===== config.mk =====
export PLATFORM = sky130hd
export DESIGN_NAME = gpib_ctl_core
export DESIGN_NICKNAME = d
export VERILOG_FILES = /design/src/rtl/gpib_ctl_pkg.sv /design/src/rtl/gpib_aux_decode.sv /design/src/rtl/gpib_ctl_fsm.sv /design/src/rtl/gpib_io_flags.sv /design/src/rtl/gpib_ctl_core.sv
export SDC_FILE = /design/constraint.sdc
export NUM_CORES = 1
export LEC_CHECK = 0
export CORE_MARGIN = 4
export CORE_UTILIZATION = 56
export DETAILED_ROUTE_END_ITERATION = 8
export GPL_TIMING_DRIVEN = 0
export PLACE_DENSITY = 0.82
export SYNTH_ARGS = -nofsm -noshare
export SYNTH_HDL_FRONTEND = slang
export SYNTH_SLANG_ARGS = --single-unit

===== constraint.sdc =====
create_clock -name clk -period 3.78 [get_ports clk]
set_input_delay 0.378 -clock clk [delete_from_list [all_inputs] [get_ports clk]]
set_output_delay 0.378 -clock clk [all_outputs]
set_load 0.01 [all_outputs]

===== src/rtl/gpib_ctl_pkg.sv =====
package gpib_ctl_pkg;

    localparam int BYTE_W = 8;
    localparam int REG_AW = 3;

    typedef enum logic [1:0] {
        CS_IDLE    = 2'd0,
        CS_ACTIVE  = 2'd1,
        CS_STANDBY = 2'd2
    } ctl_state_e;

    // write-side register addresses (order is decoded by the host)
    localparam logic [REG_AW-1:0] WA_DOUT  = 3'd0;
    localparam logic [REG_AW-1:0] WA_SPOLL = 3'd3;
    localparam logic [REG_AW-1:0] WA_AUX   = 3'd5;
    localparam logic [REG_AW-1:0] WA_ADDR  = 3'd6;

    // read-side register addresses
    localparam logic [REG_AW-1:0] RA_DIN   = 3'd0;
    localparam logic [REG_AW-1:0] RA_STAT1 = 3'd1;
    localparam logic [REG_AW-1:0] RA_STAT2 = 3'd2;
    localparam logic [REG_AW-1:0] RA_SPOLL = 3'd3;
    localparam logic [REG_AW-1:0] RA_ASTAT = 3'd4;
    localparam logic [REG_AW-1:0] RA_PASS  = 3'd5;
    localparam logic [REG_AW-1:0] RA_ADR0  = 3'd6;
    localparam logic [REG_AW-1:0] RA_ADR1  = 3'd7;

    // immediate command codes (low five bits, top three bits zero)
    localparam logic [4:0] IC_POWER_ON = 5'h00;
    localparam logic [4:0] IC_CHIP_RST = 5'h02;
    localparam logic [4:0] IC_ARM_EOI  = 5'h06;
    localparam logic [4:0] IC_STANDBY  = 5'h10;
    localparam logic [4:0] IC_TAKE_CTL = 5'h11;
    localparam logic [4:0] IC_IFC_OFF  = 5'h16;
    localparam logic [4:0] IC_REN_OFF  = 5'h17;
    localparam logic [4:0] IC_PPOLL    = 5'h1D;
    localparam logic [4:0] IC_IFC_ON   = 5'h1E;
    localparam logic [4:0] IC_REN_ON   = 5'h1F;

    typedef struct packed {
        logic power_on;
        logic chip_rst;
        logic arm_eoi;
        logic standby;
        logic take_ctl;
        logic ifc_off;
        logic ren_off;
        logic ppoll;
        logic ifc_on;
        logic ren_on;
    } aux_req_t;

    function automatic aux_req_t decode_aux(input logic [BYTE_W-1:0] b);
        aux_req_t r;
        logic     imm;
        imm        = (b[7:5] == 3'b000);
        r.power_on = imm && (b[4:0] == IC_POWER_ON);
        r.chip_rst = imm && (b[4:0] == IC_CHIP_RST);
        r.arm_eoi  = imm && (b[4:0] == IC_ARM_EOI);
        r.standby  = imm && (b[4:0] == IC_STANDBY);
        r.take_ctl = imm && (b[4:0] == IC_TAKE_CTL);
        r.ifc_off  = imm && (b[4:0] == IC_IFC_OFF);
        r.ren_off  = imm && (b[4:0] == IC_REN_OFF);
        r.ppoll    = imm && (b[4:0] == IC_PPOLL);
        r.ifc_on   = imm && (b[4:0] == IC_IFC_ON);
        r.ren_on   = imm && (b[4:0] == IC_REN_ON);
        return r;
    endfunction

endpackage


===== src/rtl/gpib_aux_decode.sv =====
module gpib_aux_decode
    import gpib_ctl_pkg::*;
(
    input  logic              aux_wr,
    input  logic [BYTE_W-1:0] aux_byte,
    output aux_req_t          req
);
    aux_req_t dec;

    always_comb begin
        dec = decode_aux(aux_byte);
        req = aux_wr ? dec : '0;
    end
endmodule


===== src/rtl/gpib_ctl_fsm.sv =====
module gpib_ctl_fsm
    import gpib_ctl_pkg::*;
(
    input  logic       clk,
    input  logic       rst,
    input  aux_req_t   req,
    input  logic       dout_take,
    output ctl_state_e state,
    output logic       offline,
    output logic       ifc_q,
    output logic       ren_q,
    output logic       eoi_arm,
    output logic       ppoll_go
);
    assign ppoll_go = req.ppoll && !offline && (state == CS_ACTIVE);

    always_ff @(posedge clk) begin
        if (rst || req.chip_rst) begin
            offline <= 1'b1;
            state   <= CS_IDLE;
            ifc_q   <= 1'b0;
            ren_q   <= 1'b0;
            eoi_arm <= 1'b0;
        end else if (offline) begin
            if (req.power_on) offline <= 1'b0;
        end else begin
            if (req.ifc_on) ifc_q <= 1'b1;
            if (req.ifc_off) begin
                ifc_q <= 1'b0;
                if (ifc_q && state == CS_IDLE) state <= CS_ACTIVE;
            end
            if (req.take_ctl && state == CS_STANDBY) state <= CS_ACTIVE;
            if (req.standby && state == CS_ACTIVE)   state <= CS_STANDBY;
            if (req.ren_on)  ren_q <= 1'b1;
            if (req.ren_off) ren_q <= 1'b0;
            if (req.arm_eoi)     eoi_arm <= 1'b1;
            else if (dout_take)  eoi_arm <= 1'b0;
        end
    end
endmodule


===== src/rtl/gpib_io_flags.sv =====
module gpib_io_flags #(
    parameter int W = 8
) (
    input  logic         clk,
    input  logic         rst,
    input  logic         flush,
    input  logic         dout_take,
    input  logic [W-1:0] dout_byte,
    input  logic         dout_eoi,
    input  logic         dout_cmd,
    input  logic         tx_ready,
    output logic         tx_valid,
    output logic [W-1:0] tx_data,
    output logic         tx_eoi,
    input  logic         rx_en,
    input  logic         rx_valid,
    input  logic [W-1:0] rx_data,
    input  logic         rx_eoi,
    output logic         rx_ready,
    output logic [W-1:0] rx_byte,
    input  logic         rd_stat1,
    input  logic         rd_stat2,
    input  logic         rd_din,
    input  logic         srq,
    output logic         f_din,
    output logic         f_dout,
    output logic         f_end,
    output logic         f_cout,
    output logic         f_srq
);
    logic tx_cmd;
    logic srq_q;

    assign rx_ready = rx_en && !f_din;

    always_ff @(posedge clk) begin
        if (rst) srq_q <= srq;
        else     srq_q <= srq;
    end

    always_ff @(posedge clk) begin
        if (rst || flush) begin
            tx_valid <= 1'b0;
            tx_data  <= '0;
            tx_eoi   <= 1'b0;
            tx_cmd   <= 1'b0;
            rx_byte  <= '0;
            f_din    <= 1'b0;
            f_dout   <= 1'b0;
            f_end    <= 1'b0;
            f_cout   <= 1'b0;
            f_srq    <= 1'b0;
        end else begin
            if (rd_stat1) begin
                f_din  <= 1'b0;
                f_dout <= 1'b0;
                f_end  <= 1'b0;
            end
            if (rd_din)   f_din <= 1'b0;
            if (rd_stat2) f_srq <= 1'b0;
            if (srq && !srq_q) f_srq <= 1'b1;

            if (tx_valid && tx_ready) begin
                tx_valid <= 1'b0;
                tx_eoi   <= 1'b0;
                if (tx_cmd) f_cout <= 1'b1;
                else        f_dout <= 1'b1;
            end else if (dout_take) begin
                tx_valid <= 1'b1;
                tx_data  <= dout_byte;
                tx_eoi   <= dout_eoi;
                tx_cmd   <= dout_cmd;
                if (dout_cmd) f_cout <= 1'b0;
                else          f_dout <= 1'b0;
            end

            if (rx_valid && rx_ready) begin
                rx_byte <= rx_data;
                f_din   <= 1'b1;
                if (rx_eoi) f_end <= 1'b1;
            end
        end
    end
endmodule


===== src/rtl/gpib_ctl_core.sv =====
module gpib_ctl_core
    import gpib_ctl_pkg::*;
(
    input  logic        clk,
    input  logic        rst,
    input  logic        host_wr,
    input  logic        host_rd,
    input  logic [2:0]  host_addr,
    input  logic [7:0]  host_wdata,
    output logic [7:0]  host_rdata,
    output logic        tx_valid,
    input  logic        tx_ready,
    output logic [7:0]  tx_data,
    output logic        tx_eoi,
    input  logic        rx_valid,
    output logic        rx_ready,
    input  logic [7:0]  rx_data,
    input  logic        rx_eoi,
    input  logic        srq,
    input  logic [7:0]  ppoll_in,
    output logic        atn,
    output logic        ifc,
    output logic        ren
);
    localparam int AW = BYTE_W - 1;

    aux_req_t          req;
    ctl_state_e        state;
    logic              offline, eoi_arm, ppoll_go, dout_take;
    logic              f_din, f_dout, f_end, f_cout, f_srq;
    logic [BYTE_W-1:0] rx_byte, spoll_q, pass_q;
    logic [AW-1:0]     adr0_q, adr1_q;

    gpib_aux_decode u_dec (
        .aux_wr   (host_wr && host_addr == WA_AUX),
        .aux_byte (host_wdata),
        .req      (req)
    );

    assign dout_take = host_wr && (host_addr == WA_DOUT) && !offline &&
                       (state != CS_IDLE) && !tx_valid;

    gpib_ctl_fsm u_fsm (
        .clk       (clk),
        .rst       (rst),
        .req       (req),
        .dout_take (dout_take),
        .state     (state),
        .offline   (offline),
        .ifc_q     (ifc),
        .ren_q     (ren),
        .eoi_arm   (eoi_arm),
        .ppoll_go  (ppoll_go)
    );

    assign atn = (state == CS_ACTIVE);

    gpib_io_flags #(.W(BYTE_W)) u_io (
        .clk       (clk),
        .rst       (rst),
        .flush     (req.chip_rst),
        .dout_take (dout_take),
        .dout_byte (host_wdata),
        .dout_eoi  (eoi_arm),
        .dout_cmd  (atn),
        .tx_ready  (tx_ready),
        .tx_valid  (tx_valid),
        .tx_data   (tx_data),
        .tx_eoi    (tx_eoi),
        .rx_en     (!offline && state == CS_STANDBY),
        .rx_valid  (rx_valid),
        .rx_data   (rx_data),
        .rx_eoi    (rx_eoi),
        .rx_ready  (rx_ready),
        .rx_byte   (rx_byte),
        .rd_stat1  (host_rd && host_addr == RA_STAT1),
        .rd_stat2  (host_rd && host_addr == RA_STAT2),
        .rd_din    (host_rd && host_addr == RA_DIN),
        .srq       (srq),
        .f_din     (f_din),
        .f_dout    (f_dout),
        .f_end     (f_end),
        .f_cout    (f_cout),
        .f_srq     (f_srq)
    );

    always_ff @(posedge clk) begin
        if (rst) begin
            spoll_q <= '0;
            pass_q  <= '0;
            adr0_q  <= '0;
            adr1_q  <= '0;
        end else begin
            if (host_wr && host_addr == WA_SPOLL) spoll_q <= host_wdata;
            if (host_wr && host_addr == WA_ADDR) begin
                if (host_wdata[BYTE_W-1]) adr1_q <= host_wdata[AW-1:0];
                else                      adr0_q <= host_wdata[AW-1:0];
            end
            if (ppoll_go) pass_q <= ppoll_in;
        end
    end

    always_comb begin
        unique case (host_addr)
            RA_DIN:   host_rdata = rx_byte;
            RA_STAT1: host_rdata = {3'b000, f_end, 2'b00, f_dout, f_din};
            RA_STAT2: host_rdata = {1'b0, f_srq, 2'b00, f_cout, 3'b000};
            RA_SPOLL: host_rdata = spoll_q;
            RA_ASTAT: host_rdata = {offline, ren, ifc, eoi_arm, 2'b00, state};
            RA_PASS:  host_rdata = pass_q;
            RA_ADR0:  host_rdata = {1'b0, adr0_q};
            default:  host_rdata = {1'b0, adr1_q};
        endcase
    end
endmodule


; Yosys cells after proc, flatten, opt, wreduce, memory -nomap -nowiden
; Index checks and enable logic that the tools add are counted.
[totals]
elab_cells = 130
inputBits = 35
mem_bits_rw = 0
latch_bits = 0
out_inout_bits = 22
romBits = 0
memories = 0
regBits = 61
[op_classes]
multipliers = 0
n_reduce_logical = 58
shifts = 0
n_addsub = 0
order_cmp = 0
mux = 31
eq_ne = 18
div_mod_pow = 0
n_bitwise = 3
[op_table]
columns = cell, count
row1 = 8-bit case mux with 7 select lines, 1
row2 = "5-bit == test, second input constant", 7
row3 = 1-bit logical AND, 30
row4 = 1-bit two-way mux, 25
row5 = 2-bit nonzero test, 7
row6 = 2-bit AND reduction, 6
row7 = 10-bit two-way mux, 1
row8 = "3-bit == test, second input constant", 3
row9 = 3-bit nonzero test, 3
row10 = 2-bit two-way mux, 4
row11 = "3-bit by 2-bit == test with 1-bit output, second input constant", 2
row12 = 3-bit zero test, 2
row13 = 3-bit AND reduction, 2
row14 = "5-bit by 2-bit == test with 1-bit output, second input constant", 1
row15 = "5-bit by 3-bit == test with 1-bit output, second input constant", 1
row16 = 5-bit zero test, 1
row17 = 1-bit zero test, 4
row18 = "3-bit by 1-bit == test with 1-bit output, second input constant", 1
row19 = 1-bit inverter, 3
row20 = "2-bit by 1-bit == test with 1-bit output, second input constant", 1
row21 = "2-bit == test, second input constant", 1
row22 = 2-bit zero test, 1
row23 = "2-bit by 1-bit != test with 1-bit output, second input constant", 1
row24 = 2-bit OR reduction, 1
row25 = 1-bit logical OR, 1

; Depth between registers and ports, before layout
; Gate-level depths: netlist of the first run.
[depth]
depth_word = 7
ltp_mapped = 7
ltp_nobuf = 4

; By module
; A second synthesis of the first run with hierarchy kept.
[unflattened]
cells_unflattened = 354
hier_area_um2 = 2970.3
[by_module_without_submodules]
columns = module, area_each_um2, n_inst, cells_per_inst, seq_area_each_um2
row1 = gpib_ctl_core, 1681.6, 1, 198, 600.6
row2 = gpib_io_flags, 908.4, 1, 107, 500.5
row3 = gpib_ctl_fsm, 249.0, 1, 28, 120.1
row4 = gpib_aux_decode, 131.4, 1, 21, 0.0

; Worst setup path after synthesis of the first run
; Ideal clock, no wire load.
[synth_path]
kind = in2out
from = input host_addr[0]
to = output host_rdata[4]
n_path_buf = 2
setup_slack_ns = 1.876
arrival_time_ns = 1.526
cell_stages = 5
t_required_ns = 3.402
path_cell_list = clkbuf_8 -> clkbuf_1 -> mux2_2 -> a221oi_1 -> o22ai_1
[synth_between]
elab_chain_len = 2
word_cells_on_any_way = 8
classes_between = eq/ne (6) / mux (1) / reduce/logical (1)
[synth_lines]
columns = item, line
row1 = start: declaration, gpib_ctl_core.sv:8  ; input logic [2:0] host_addr,
row2 = "3-bit == test, or another cell as far along", gpib_ctl_core.sv:104  ; unique case (host_addr)
row3 = 8-bit case mux with 7 select lines (*), gpib_ctl_core.sv:104
row4 = end: declaration, gpib_ctl_core.sv:10  ; output logic [7:0] host_rdata,
; Mark *: on every way between the ends. The rest lies on a longest branch, timed or not.

; Worst setup path after layout of the first run
; Same ends and word-level chain as after synthesis.

==> summary.md, run 1 <==
| Metric | Value |
|---|---|
| Pre-CTS setup slack | `0.995 ns` |
| DR vias/cell | `5.99` |
| Most frequent cells in the layout | `dfxtp_1 (61), clkdlybuf4s50_1 (50), nand2_1 (42), a21oi_1 (38), nor2_1 (34)` |
| Die boundary height | `80.4 µm` |
| Hold path startpoint | `host_wdata[2]` |
| Hold Vio Cnt, Final | `0` |
| Vias in the first global route | `2704` |
| Routed WL | `8110 µm` |
| CP Data Required Time | `3.40 ns` |
| Yosys cell types | `50` |
| CP arrival | `2.40 ns` |
| Worst-path clk slew | `0.06 ns` |
| WHS Endpoint | `adr0_q[2]` |
| Startpoint Class | `input pin` |
| CTS Buffer Depth | `2` |
| Final #Nets | `438` |
| Reg2reg path depth | `5` |
| Worst Clk Skew | `0.00588 ns` |
| Syn-to-layout area delta | `26.1%` |
| Post-synthesis net count | `377` |
| I/O pins | `57` |
| DR vias | `2856` |
| Crit-path most repeated cell | `clkbuf_1` |
| Initial Util | `0.578` |
| Leakage | `0.00140 µW` |
| Crit-path cells | `clkbuf_8 > clkbuf_1 > clkbuf_1 > nor2_1 > a31oi_1 > o22ai_1 > clkdlybuf4s50_1` |
| Hold-fix buffers at CTS | `0` |
| Period utilization | `0.734` |
| Number of setup buffers added after CTS | `0` |
| RD Place Congestion | `0.878` |
| Synthesized flop and latch total | `61` |
| # rows | `26` |
| Seq/Total Area, Yosys | `0.417` |
| RSZ-0062 raised after global routing | `no` |
| Total die area | `0.00646 mm²` |
| FFs w/ async S/R, synth | `0` |
| Final Max Slew Viols | `0` |
| Fillers | `417` |
| CTS sink count | `61` |
| Register area | `0.00122 mm²` |
| Antenna violations before repair | `0` |
| Gr ovfl total | `0` |
| Yosys warning count | `0` |
| Post-detail-place hpwl | `5800 µm` |
| Final worst setup slack | `1.00 ns` |
| First-pass GRT wire length | `13100 µm` |
| Setup CP Type | `in -> out` |
| DRC viols | `0` |
| Hold Crit Class | `in -> reg` |
| Worst path max stage delay | `0.50 ns` |
| Antenna cells | `0` |
| Commonest non-fill, non-tap cell in the layout | `dfxtp_1` |
| Root Buffer Master | `clkbuf_8` |
| Worst R2R End | `u_io.tx_data[2]` |
| CTS tree | `yes` |
| Synthesized area | `0.00293 mm²` |
| Total GRT Usage | `0.267` |
| FF-to-FF setup slack | `1.98 ns` |
| Antenna-violating nets left | `0` |
| Drt pass-1 iters | `5` |
| Post-cts resize count | `0` |
| Worst-Margin Slew | `0.641 ns` |
| Final Setup Violations | `0` |
| Hold slack | `0.313 ns` |
| Worst R2R Start | `u_fsm.offline` |
| Fin crit period | `2.78 ns` |
| Total power | `1310 µW` |
| Primary FF master, synth | `dfxtp_1` |
| Highest-delay cell along the critical path | `clkdlybuf4s50_1` |
| Clock latency on the worst-skew pair | `0.34 ns` |
| FMAX | `360 MHz` |
| EDFF count, synth | `0` |
| # H-tree levels | `3` |
| Mean Syn Cell Area | `8.57 µm²` |
| Largest net degree at the start of global routing | `11` |
| Multi-input logic area | `0.00149 mm²` |
| WL/cell | `17.0 µm` |
| Setup TNS | `0 ns` |
| Power Density | `355 mW/mm²` |
| Max-Cap Viols | `0` |
| Peak supply drop | `0.000259 V` |
| Rel. slew slack | `0.573` |
| Worst-path fanout max | `10` |
| Fraction of layout cells with a size suffix above 1 | `0.103` |
| Cell count after synthesis | `342` |
| I/O Buffers | `50` |
| Hold path depth | `3` |
| CTS buffer count | `9` |
| Die W | `80.4 µm` |
| Core area | `0.00507 mm²` |
| Status | `complete, no violations` |
| Crit. End Element | `output pin` |
| Initial DRC count | `276` |
==> logic make-up after synthesis <==
family	synth area share
flops	0.417
mux	0.110
buf+inv	0.0738
simple gates	0.232
compound gates	0.168
==> area by class of cell <==
cell class | count | share of cell area
clock inverters | 1 | 0.00135
multi-input cells | 247 | 0.404
flip-flops and latches | 61 | 0.330
plain buffers | 28 | 0.0525
repair buffers | 50 | 0.135
well taps | 70 | 0.0237
inverters | 6 | 0.00609
clock buffers | 14 | 0.0467
==> synth_stat cells (3+ instances only) <==
cell | instances | share of area
nor2_1 | 34 | 0.044
mux4_2 | 3 | 0.023
nand3_1 | 19 | 0.032
dfxtp_1 | 61 | 0.42
buf_6 | 5 | 0.019
clkbuf_1 | 12 | 0.015
nand2b_1 | 4 | 0.0085
o21ai_1 | 8 | 0.014
nor3_1 | 3 | 0.0051
mux2i_1 | 21 | 0.072
a31oi_1 | 4 | 0.0085
mux2_2 | 4 | 0.015
inv_1 | 5 | 0.0064
nor4_1 | 3 | 0.0064
nand2_1 | 42 | 0.054
a221oi_1 | 7 | 0.021
a21oi_1 | 38 | 0.065
and3_1 | 3 | 0.0064
buf_2 | 4 | 0.0068
nand3b_1 | 3 | 0.0077
and3b_1 | 3 | 0.0090
o21ai_0 | 17 | 0.029
nand4b_1 | 3 | 0.0090
==> per-layer routing <==
metal,share of wire,wire length (µm),vias up,track usage
met1,0.42,3400,1351,0.345
met4,0.036,292,0,0.130
met2,0.46,3770,139,0.418
met5,0,0,-,0
li1,-,-,1339,-
met3,0.080,652,27,0.0617
==> report_power, final <==
part	switching [µW]	total, µW	internal [µW]	leakage (µW)
sequential	2.37	650	648	0.000492
combinational	68.1	130	62.1	0.000811
clock	244	532	288	0.0000926
==> how the worst max path moves through the flow <==
stage,cells past startpoint,slack [ns],endpoint,start
after floorplan,5,1.88,host_rdata[4],host_addr[0]
after global placement,6,1.06,host_rdata[4],host_addr[0]
after detailed placement,6,0.99,host_rdata[4],host_addr[0]
after CTS,6,0.99,host_rdata[4],host_addr[0]
after global routing,7,0.87,host_rdata[6],host_addr[0]
final,7,1.00,host_rdata[4],host_addr[0]
==> state kept, by name (all words and copies together) (netlist names), 2 cells and up <==
| name | cells |
|---|---|
| u_fsm.state | 2 |
| adr1_q | 7 |
| spoll_q | 8 |
| adr0_q | 7 |
| u_io.rx_byte | 8 |
| pass_q | 8 |
| u_io.tx_data | 8 |
==> metrics by stage <==
| stage | cell area, µm² | utilization | cells |
|---|---|---|---|
| detailed placement | 3520 | 0.694 | 462 |
| global route | 3700 | 0.729 | 477 |
| finish | 3700 | 0.729 | 477 |
| floorplan | 2930 | - | 342 |
| CTS | 3700 | 0.729 | 477 |
| global placement | 3520 | 0.694 | 462 |
==> worst max-delay path: cells and delay by family <==
| family | cells | cell delay, ns |
|---|---|---|
| buf+inv | 4 | 1.53 |
| simple gates | 1 | 0.11 |
| compound gates | 2 | 0.37 |
No activity file was read; power rests on OpenSTA's default activity.
==> run 2: changes to the inputs <==
--- a/config.mk
+++ b/config.mk
@@ -6,10 +6,10 @@
 export NUM_CORES = 1
 export LEC_CHECK = 0
 export CORE_MARGIN = 4
-export CORE_UTILIZATION = 56
+export CORE_UTILIZATION = 52
 export DETAILED_ROUTE_END_ITERATION = 8
 export GPL_TIMING_DRIVEN = 0
-export PLACE_DENSITY = 0.82
+export PLACE_DENSITY = 0.77
 export SYNTH_ARGS = -nofsm -noshare
 export SYNTH_HDL_FRONTEND = slang
 export SYNTH_SLANG_ARGS = --single-unit
==> constraint.sdc (replaced) <==
create_clock -name clk -period 2.8 [get_ports clk]
set_input_delay 0.28 -clock clk [delete_from_list [all_inputs] [get_ports clk]]
set_output_delay 0.28 -clock clk [all_outputs]
set_load 0.01 [all_outputs]
==> run 2 against run 1 <==
Net effect: cell count up 0.42%; critical path depth down 1; routed wire length down 0.46%; global-route usage down 2.5 points; combinational power up 34%; clock power up 40%; sequential share of layout area about the same; critical endpoint unchanged; largest cell class unchanged; design area up 0.14%; via count down 1.1%.
==> summary.md, run 2 (synthesized netlist as in run 1, its figures left out) <==
| Metric | Value |
|---|---|
| Peak supply drop | `0.000457 V (+77%)` |
| Worst-path clk slew | `0.07 ns (about the same)` |
| Pre-CTS setup slack | `0.294 ns (-0.701 ns)` |
| Hold Crit Class | `in -> reg` |
| Antenna-violating nets left | `0 (unchanged)` |
| I/O pins | `57 (unchanged)` |
| Period utilization | `0.916` |
| Startpoint Class | `input pin` |
| Total power | `1800 µW (+37%)` |
| Worst Clk Skew | `0.00632 ns (+0.000433 ns)` |
| CTS buffer count | `9 (unchanged)` |
| Total die area | `0.00690 mm² (+6.9%)` |
| Max-Cap Viols | `0 (unchanged)` |
| DR vias | `2825 (-1.1%)` |
| Layout Cells excl Fill | `479 (+0.42%)` |
| WL/cell | `16.9 µm (-0.87%)` |
| Commonest non-fill, non-tap cell in the layout | `dfxtp_1` |
| Final #Nets | `438 (unchanged)` |
| Setup TNS | `0 ns (unchanged)` |
| DR vias/cell | `5.90 (-1.5%)` |
| I/O Buffers | `50 (unchanged)` |
| Hold Vio Cnt, Final | `0 (unchanged)` |
| Fillers | `488 (+17%)` |
| Antenna violations before repair | `0 (unchanged)` |
| CTS tree | `yes` |
| Vias in the first global route | `2792 (+3.3%)` |
| Gr ovfl total | `0 (unchanged)` |
| Fin crit period | `2.56 ns` |
| Fraction of layout cells with a size suffix above 1 | `0.106 (+0.00246)` |
| Worst-path fanout max | `10 (unchanged)` |
| Clock latency on the worst-skew pair | `0.34 ns (about the same)` |
| CTS sink count | `61 (unchanged)` |
| Root Buffer Master | `clkbuf_8` |
| Most frequent cells in the layout | `dfxtp_1 (61), clkdlybuf4s50_1 (50), nand2_1 (42), a21oi_1 (38), nor2_1 (34)` |
| Die W | `83.1 µm (+3.4%)` |
| Post-cts resize count | `0 (unchanged)` |
| CP Data Required Time | `2.52 ns (-0.88 ns)` |
| Post-detail-place hpwl | `5820 µm (+0.24%)` |
| Largest net degree at the start of global routing | `11 (unchanged)` |
| Multi-input logic area | `0.00149 mm² (unchanged)` |
| Hold-fix buffers at CTS | `0 (unchanged)` |
| Setup CP Type | `in -> out` |
| DRC viols | `0 (unchanged)` |
| Routed WL | `8080 µm (-0.46%)` |
| Crit. End Element | `output pin` |
| Antenna cells | `0 (unchanged)` |
| Leakage | `0.00140 µW (about the same)` |
| FMAX | `390 MHz` |
| Dpl cells | `464 (+0.43%)` |
| # H-tree levels | `3 (unchanged)` |
| RD Place Congestion | `0.878 (about the same)` |
| Core area | `0.00547 mm² (+7.8%)` |
| CTS Buffer Depth | `2 (unchanged)` |
| RSZ-0062 raised after global routing | `no` |
| Final Max Slew Viols | `0 (unchanged)` |
| Initial Util | `0.536 (-0.0420)` |
| Hold path depth | `3 (unchanged)` |
| First-pass GRT wire length | `13400 µm (+2.3%)` |
| Number of setup buffers added after CTS | `0 (unchanged)` |
| Worst-Margin Slew | `0.620 ns (-0.0207 ns)` |
| Final Setup Violations | `0 (unchanged)` |
| Initial DRC count | `203 (-26%)` |
| Power Density | `485 mW/mm² (+37%)` |
| CP arrival | `2.28 ns (-0.12 ns)` |
| Register area | `0.00122 mm² (unchanged)` |
| Die boundary height | `83.1 µm (+3.4%)` |
| Final core occ | `0.676 (-0.0521)` |
| Reg2reg path depth | `5 (unchanged)` |
| # rows | `27 (+3.8%)` |
| Final worst setup slack | `0.236 ns (-0.769 ns)` |
| Rel. slew slack | `0.587 (+0.0138)` |
| Drt pass-1 iters | `6 (+1)` |
| Syn-to-layout area delta | `26.3%` |
| Total GRT Usage | `0.243 (-0.0245)` |
| Status | `complete, no violations` |
run 2: cell count changes in the layout (fill, tap and decap cells not counted):
cell	before	now
bufinv_16	0	1
clkbuf_1	14	13
clkbuf_8	14	11
clkinv_2	1	3
clkinvlp_4	0	1
run 2: cell type report:
| class | instances | area share |
|---|---|---|
| repair buffers | 50 | 0.135 |
| inverters | 6 | 0.00608 |
| well taps | 72 | 0.0243 |
| multi-input cells | 247 | 0.404 |
| clock inverters | 5 | 0.0142 |
| plain buffers | 28 | 0.0524 |
| clock buffers | 10 | 0.0345 |
| flip-flops and latches | 61 | 0.330 |
run 2: power by group:
group / internal (µW) / total [µW] / switching (µW)
Sequential: 874 / 877 / 3.30
Clock: 401 / 745 / 344
Combinational: 83.8 / 174 / 89.9
run 2: through the flow:
| step | hold slack (ns) | cell area [µm²] |
|---|---|---|
| detailed placement | 0.449 | 3520 |
| CTS | 0.200 | 3700 |
| global route | 0.197 | 3700 |
| floorplan | 0.308 | 2930 |
| finish | 0.203 | 3700 |
| global placement | 0.444 | 3520 |
run 2: final timing paths:
path / from / endpoint / slack, ns
setup / recovery: host_addr[0] / host_rdata[4] / 0.24
hold / removal: host_wdata[2] / adr0_q[2] / 0.20
setup reg to reg: u_fsm.offline / u_io.tx_data[3] / 0.99
hold reg to reg: spoll_q[3] / spoll_q[3] / 0.46
run 2: worst max-delay path, stage by stage:
cell	delay [ns]
clkbuf_8	0.14
clkbuf_1	0.46
mux2_2	0.42
a221oi_1	0.35
o22ai_1	0.13
clkdlybuf4s50_1	0.50
run 2: per-layer routing:
layer	track usage	vias up	share of wire
li1	-	1345	-
met1	0.322	1324	0.44
met2	0.364	131	0.45
met3	0.0704	25	0.076
met4	0.110	0	0.030
met5	0	-	0
